`src/rtl/stride_pkg.sv`:
```
`timescale 1ns / 1ps
// Package stride_pkg
// Holds the shared widths and the hex-to-segment pattern function.
// Assumes one digit of seven segments, bit 0 = a ... bit 6 = g.
package stride_pkg;
    localparam int SEG_N   = 7;
    localparam int NIBBLE  = 4;

    // Return the active-high lit pattern for a hex nibble.
    function automatic logic [SEG_N-1:0] hex_lit(input logic [NIBBLE-1:0] v);
        logic [SEG_N-1:0] p;
        case (v)
            4'h0: p = 7'h3F;
            4'h1: p = 7'h06;
            4'h2: p = 7'h5B;
            4'h3: p = 7'h4F;
            4'h4: p = 7'h66;
            4'h5: p = 7'h6D;
            4'h6: p = 7'h7D;
            4'h7: p = 7'h07;
            4'h8: p = 7'h7F;
            4'h9: p = 7'h6F;
            4'hA: p = 7'h77;
            4'hB: p = 7'h7C;
            4'hC: p = 7'h39;
            4'hD: p = 7'h5E;
            4'hE: p = 7'h79;
            default: p = 7'h71;
        endcase
        return p;
    endfunction
endpackage

```
`src/rtl/stride_accum.sv`:
```
`timescale 1ns / 1ps
// Module stride_accum
// Keeps a CNT_W-bit count that adds an extended step on each rising edge.
// STEP_SIGNED picks sign extension (1) or zero extension (0) of the step.
// Assumes CNT_W > STEP_W and that step_i is settled before each edge.
module stride_accum #(
    parameter int CNT_W       = 6,
    parameter int STEP_W      = 4,
    parameter bit STEP_SIGNED = 1'b1
) (
    input  logic              clk,
    input  logic              rst_n,
    input  logic [STEP_W-1:0] step_i,
    output logic [CNT_W-1:0]  count_o
);
    localparam int PAD_W = CNT_W - STEP_W;

    logic [CNT_W-1:0] step_ext;
    logic [CNT_W-1:0] count_q;

    // Widen the step to the count width.
    generate
        if (STEP_SIGNED) begin : g_sext
            assign step_ext = {{PAD_W{step_i[STEP_W-1]}}, step_i};
        end else begin : g_zext
            assign step_ext = {{PAD_W{1'b0}}, step_i};
        end
    endgenerate

    // Count register: clear on reset, otherwise add the step modulo 2**CNT_W.
    always_ff @(posedge clk) begin
        if (!rst_n) count_q <= '0;
        else        count_q <= count_q + step_ext;
    end

    assign count_o = count_q;

    // a zero step freezes the count.
    a_r3_zero_holds: assert property (@(posedge clk) disable iff (!rst_n)
        (step_i == '0) |=> $stable(count_q));

    // a step of one raises the count by exactly one.
    a_r4_step_one: assert property (@(posedge clk) disable iff (!rst_n)
        (step_i == STEP_W'(1)) |=> (count_q == $past(count_q) + 1'b1));

    // the all-ones step lowers the count by one (signed variant only).
    a_r5_down_one: assert property (@(posedge clk) disable iff (!rst_n)
        (STEP_SIGNED && step_i == '1) |=> (count_q == $past(count_q) - 1'b1));

    // the top value plus one wraps to zero.
    a_r6_wrap_up: assert property (@(posedge clk) disable iff (!rst_n)
        (count_q == '1 && step_i == STEP_W'(1)) |=> (count_q == '0));
endmodule

```
`src/rtl/hex_seg_decode.sv`:
```
`timescale 1ns / 1ps
// Module hex_seg_decode
// Combinational hex-to-segment decoder with active-low outputs for a common-anode digit.
// Assumes the segment order bit 0 = a ... bit 6 = g.
module hex_seg_decode
    import stride_pkg::*;
(
    input  logic [NIBBLE-1:0] nib_i,
    output logic [SEG_N-1:0]  seg_n_o
);
    // Invert the lit pattern because a segment lights on a low level.
    always_comb seg_n_o = ~hex_lit(nib_i);
endmodule

```
`src/rtl/seg_hold_reg.sv`:
```
`timescale 1ns / 1ps
// Module seg_hold_reg
// Registers the segment drive so that the pins change only on a clock edge.
// On reset it loads RST_VAL, which is the blank-free pattern for digit 0.
module seg_hold_reg #(
    parameter int             W       = 7,
    parameter logic [W-1:0]   RST_VAL = '1
) (
    input  logic         clk,
    input  logic         rst_n,
    input  logic [W-1:0] d_i,
    output logic [W-1:0] q_o
);
    // Segment pipeline register.
    always_ff @(posedge clk) begin
        if (!rst_n) q_o <= RST_VAL;
        else        q_o <= d_i;
    end
endmodule

```
`src/rtl/stride_counter_display.sv`:
```
`timescale 1ns / 1ps
// Module stride_counter_display
// Switch-stepped counter with one hex digit on a common-anode seven-segment display.
// The segments come from a register and trail the count by one clock.
// Assumes step_i is debounced and rst_n is low on the first edge.
module stride_counter_display
    import stride_pkg::*;
#(
    parameter int CNT_W  = 6,
    parameter int STEP_W = 4
) (
    input  logic              clk,
    input  logic              rst_n,
    input  logic [STEP_W-1:0] step_i,
    output logic [CNT_W-1:0]  count_o,
    output logic [SEG_N-1:0]  seg_n_o
);
    localparam logic [SEG_N-1:0] ZERO_N = ~hex_lit(4'h0);

    logic [CNT_W-1:0] count_w;
    logic [SEG_N-1:0] seg_next;

    stride_accum #(
        .CNT_W(CNT_W), .STEP_W(STEP_W), .STEP_SIGNED(1'b1)
    ) u_accum (
        .clk(clk), .rst_n(rst_n), .step_i(step_i), .count_o(count_w)
    );

    hex_seg_decode u_dec (
        .nib_i(count_w[NIBBLE-1:0]), .seg_n_o(seg_next)
    );

    seg_hold_reg #(
        .W(SEG_N), .RST_VAL(ZERO_N)
    ) u_segq (
        .clk(clk), .rst_n(rst_n), .d_i(seg_next), .q_o(seg_n_o)
    );

    assign count_o = count_w;

    // a reset edge clears the count and shows digit 0.
    a_r1_reset_state: assert property (@(posedge clk)
        !rst_n |=> (count_o == '0 && seg_n_o == 7'h40));

    // if the shown nibble did not change, the segments do not change next edge.
    a_r8_seg_lag: assert property (@(posedge clk) disable iff (!rst_n)
        (count_o[NIBBLE-1:0] == $past(count_o[NIBBLE-1:0])) |=> $stable(seg_n_o));

    // every hex glyph lights at least two segments.
    a_r8_some_lit: assert property (@(posedge clk) disable iff (!rst_n)
        $countones(~seg_n_o) >= 2);
endmodule

```
`config.mk`:
```
export PLATFORM = sky130hd
export DESIGN_NAME = stride_counter_display
export DESIGN_NICKNAME = d
export VERILOG_FILES = /design/src/rtl/stride_pkg.sv /design/src/rtl/stride_accum.sv /design/src/rtl/hex_seg_decode.sv /design/src/rtl/seg_hold_reg.sv /design/src/rtl/stride_counter_display.sv
export SDC_FILE = /design/constraint.sdc
export NUM_CORES = 1
export LEC_CHECK = 0
export BUFFER_PORTS_ARGS = -buffer_cell sky130_fd_sc_hd__buf_2
export CAP_MARGIN = 20
export CORE_UTILIZATION = 35
export CTS_CLUSTER_SIZE = 8
export DETAILED_ROUTE_END_ITERATION = 8
export GPL_TIMING_DRIVEN = 0
export MAX_ROUTING_LAYER = met4
export PLACE_DENSITY = 0.54
export SYNTH_ARGS = -nofsm -noshare
export SYNTH_HDL_FRONTEND = slang
export SYNTH_SLANG_ARGS = --single-unit
```
`constraint.sdc`:
```
create_clock -name clk -period 2.3 [get_ports clk]
set_input_delay 0.345 -clock clk [delete_from_list [all_inputs] [get_ports clk]]
set_output_delay 0.345 -clock clk [all_outputs]
set_load 0.01 [all_outputs]
```
Word level (Yosys, flattened, before mapping)
Memory sizes are Yosys's and may differ from the RTL's. A register that Yosys moved wholly into a read port is not among the register bits.
Cells that the tools add are included.
{"block": "op_classes", "n_mux": 1, "n_lt_le_gt_ge": 0, "multipliers": 0, "bitwise": 1, "n_shift": 0, "n_eq_ne": 0, "n_div": 0, "n_addsub": 1, "n_reduce_logical": 0}
{"cell": "NOT 7 bit", "n": 1}
{"cell": "adder 6 bit", "n": 1}
{"cell": "2-to-1 mux 4 bit", "n": 1}
{"block": "totals", "latch_bits": 0, "ramBits": 0, "out_inout_bits": 13, "reg_bits": 13, "inputBits": 6, "elab_cells": 6, "rom_bits": 112, "mem_count": 1}
{"memory": "(no name shown)", "words": 16, "word_bits": 7, "rd": 1, "rd_ports_with_merged_regs": 1, "wr": 0, "line_no": "stride_pkg.sv:12", "source": "case (v)"}

Depth between registers and ports, before layout
{"block": "depth", "ltp_word": 2, "depth_mapped": 9, "ltp_nobuf": 8}

Cells and area by module
A second synthesis with hierarchy kept.
{"block": "unflattened", "cells_unflattened": 76, "hier_area_um2": 775.7}
{"module": "stride_accum", "area_per_inst_um2": 339.1, "n_inst": 1, "seq_area_each_um2": 120.1, "cells_each": 31}
{"module": "hex_seg_decode", "area_per_inst_um2": 252.7, "n_inst": 1, "seq_area_each_um2": 0.0, "cells_each": 31}
{"module": "seg_hold_reg", "area_per_inst_um2": 183.9, "n_inst": 1, "seq_area_each_um2": 140.1, "cells_each": 14}

Worst setup path after synthesis
No wires, ideal clock.
{"block": "synth_path", "path_type": "in2reg", "start": "input step_i[0]", "end": "register (tool-made name)", "setup_ns": 0.136, "path_stages": 7, "setup_slack_ns": 0.209, "required_time_ns": 2.164, "n_path_buf": 0, "arrival_ns": 1.955, "path_cell_list": "ha_1 -> fa_1 -> nand2_1 -> inv_1 -> ha_1 -> inv_1 -> mux4_1"}
{"element": "start: declaration", "line_no": "stride_counter_display.sv:14", "source": "input logic [STEP_W-1:0] step_i,"}

==> out/metrics.yaml <==
cts_buffer_depth: 2
synth_top_family_by_area: "adder cells"
grtUsageTotal: 0.126
synth_fp_nets: 119
post_cts_resized: 0
clkSlewWorstSetupHoldPaths_ns: 0.10
finalHoldViolCount: 0
synth_compound_area_frac: 0.110
cp_slowest_cell: "fa_1"
rr_worst_depth: 7
synth_seq_cells: 20
coreArea_um2: 2570
synth_xor_area_frac: 0.0265
clock_sinks: 20
whs_path_depth: 1
yosysWarnings: 0
final_nets: 142
yosys_most_used_dff: "dfxtp_1"
gr-total-overflow: 0
cp_cell_sequence: "ha_1 > fa_1 > nand2_2 > inv_1 > ha_2 > inv_1 > mux4_1"
ys_seq_area_frac: 0.404
fmax_mhz: 464
async_reset_ff_frac: 0
worstHoldPathType: "register to register"
cp_num_cells: 7
finClkSkew_ns: 0.00804
wl_mm: 1.65
post-cts-setup-buffers: 0
drtIter0Drc: 7
cp-end-kind: "register"
avgRoutedWirePerCell_um: 11.0
worstReg2RegStart: "u_accum.count_o[0]$_SDFF_PN0_"
netlist_instances: 99
design.die.area_um2: 3050
peakVddDrop_v: 0.000503
finalPower_mw: 0.984
r2r_slack_ns: 0.15
cpMostUsedCell: "inv_1"
tritoncts: "yes"
start_util: 0.386
synth.distinct_cells: 29
max_stage_delay_ns: 0.52
routabilityCongestion: 0.834
rows: 18
post-route-min-period_ns: 2.15
slew_headroom: 0.668
synth_simple_gate_area_frac: 0.154
setup_violations: 0
critical_path_peak_fanout: 6
synth.cell_area_um2: 992
crit_arrival_ns: 2.32
p_per_area_nw_per_um2: 857
cap_violations: 0
critPathBufInv: 2
ioPinCount: 19
grt_pass1_wl_mm: 2.99
io_buffers: 18
status: "finished clean"
fp.dieH_um: 55.2
path_class: "register to register"
synthMuxAreaShare: 0.0794
grt_max_degree: 11
cts_buffers: 3
clock_latency_ns: 0.28
grt_pass1_vias: 691
antenna_left: 0
synth_edf_count: 0
n_antenna_cell: 0
critPathTopFamily: "adder cells"
cp-start-kind: "register"
rsz0062_at_grt: "no"
die_w_um: 55.2
required_ns: 2.46
antenna_found_initial: 0
num_vias: 706
drc: 0
avgSynthCellArea_um2: 10.0
min_period_over_period: 0.936
cts-root-buf: "clkbuf_4"
area_growth_pct: 15.8
hold_buffers: 0
drv_slew: 0
drive_gt1_frac: 0.275
synth_fa_ha_area_frac: 0.184
whs_endpoint: "u_segq.q_o[6]$_SDFF_PN1_"
tightest_slew_ns: 0.495
dr.pass1.iters: 4
htree_levels: 1
dp_hpwl_mm: 1.29
p_leak_nw: 0.569
viasPerCell: 4.71
tns_ns: 0
==> placed cells by master (no fill, tap or decap), types with 2 or more instances in the layout <==
cell / count
a21o_2: 2
a21oi_1: 7
buf_2: 19
clkbuf_4: 3
dfxtp_1: 20
ha_1: 12
inv_1: 8
mux2_2: 2
mux2i_1: 3
nand2_1: 9
nand3_1: 2
nor2_1: 3
nor2b_1: 7
o21ai_0: 3
xnor2_1: 2
==> worst max-delay path by stage <==
| stage | end | slack (ns) | from |
|---|---|---|---|
| 6_report | register | 0.15 | u_accum.count_o[0]$_SDFF_PN0_ |
| 5_1_grt | register | 0.04 | u_accum.count_o[0]$_SDFF_PN0_ |
| 4_1_cts | register | 0.03 | u_accum.count_o[0]$_SDFF_PN0_ |
| 3_5_place_dp | register | -0.25 | rst_n |
| 3_3_place_gp | register | -0.21 | rst_n |
| 2_1_floorplan | register | 0.21 | step_i[0] |
==> kinds of logic after synthesis <==
family | Yosys count
fa+ha+maj | 14
mux | 6
simple gates | 28
buf+inv | 11
xor+xnor | 3
compound gates | 17
flops | 20
==> layer usage <==
layer | global-route usage | routed length, um
met1 | 0.162 | 839
met2 | 0.191 | 731
met3 | 0.0141 | 47
met4 | 0.0750 | 27
met5 | - | 0
==> stage by stage <==
step | setup WS (ns) | hold slack, ns | instance area (um2) | std cells | util
2_1_floorplan | 0.209 | 0.352 | 992 | 99 | -
3_3_place_gp | -0.205 | 0.358 | 1120 | 147 | 0.436
3_5_place_dp | -0.251 | 0.360 | 1120 | 147 | 0.436
4_1_cts | 0.0315 | 0.386 | 1140 | 150 | 0.445
5_1_grt | 0.0395 | 0.380 | 1150 | 150 | 0.447
6_report | 0.147 | 0.381 | 1150 | 150 | 0.447
==> area by class of cell <==
cell class | instances | area (um2)
inverters | 8 | 30.0
well taps | 30 | 37.5
multi-input cells | 68 | 554
repair buffers | 18 | 90.1
plain buffers | 3 | 13.8
clock buffers | 3 | 22.5
flip-flops and latches | 20 | 400
fillers | 275 | 1420
==> worst reg2reg max path, cell delays in order (launching register included) <==
cell and delay [ns]:
dfxtp_1 0.34, ha_1 0.19, fa_1 0.52, nand2_2 0.11, inv_1 0.13, ha_2 0.23, inv_1 0.04, mux4_1 0.46
==> cells in the mapped netlist, types with 2 or more instances <==
cell type | instances | area, um2
a21o_2 | 2 | 17.5
a21oi_1 | 7 | 35.0
clkbuf_1 | 2 | 7.51
dfxtp_1 | 20 | 400
ha_1 | 13 | 163
inv_1 | 8 | 30.0
mux2_2 | 2 | 22.5
mux2i_1 | 3 | 30.0
nand2_1 | 10 | 37.5
nand3_1 | 2 | 10.0
nor2_1 | 3 | 11.3
nor2b_1 | 7 | 43.8
o21ai_0 | 3 | 15.0
xnor2_1 | 2 | 17.5
==> where the power goes <==
group | switching, mW | internal, mW
combinational | 0.203 | 0.173
clock | 0.0918 | 0.0607
sequential | 0.0280 | 0.428
(Power assumes the default switching activity.)
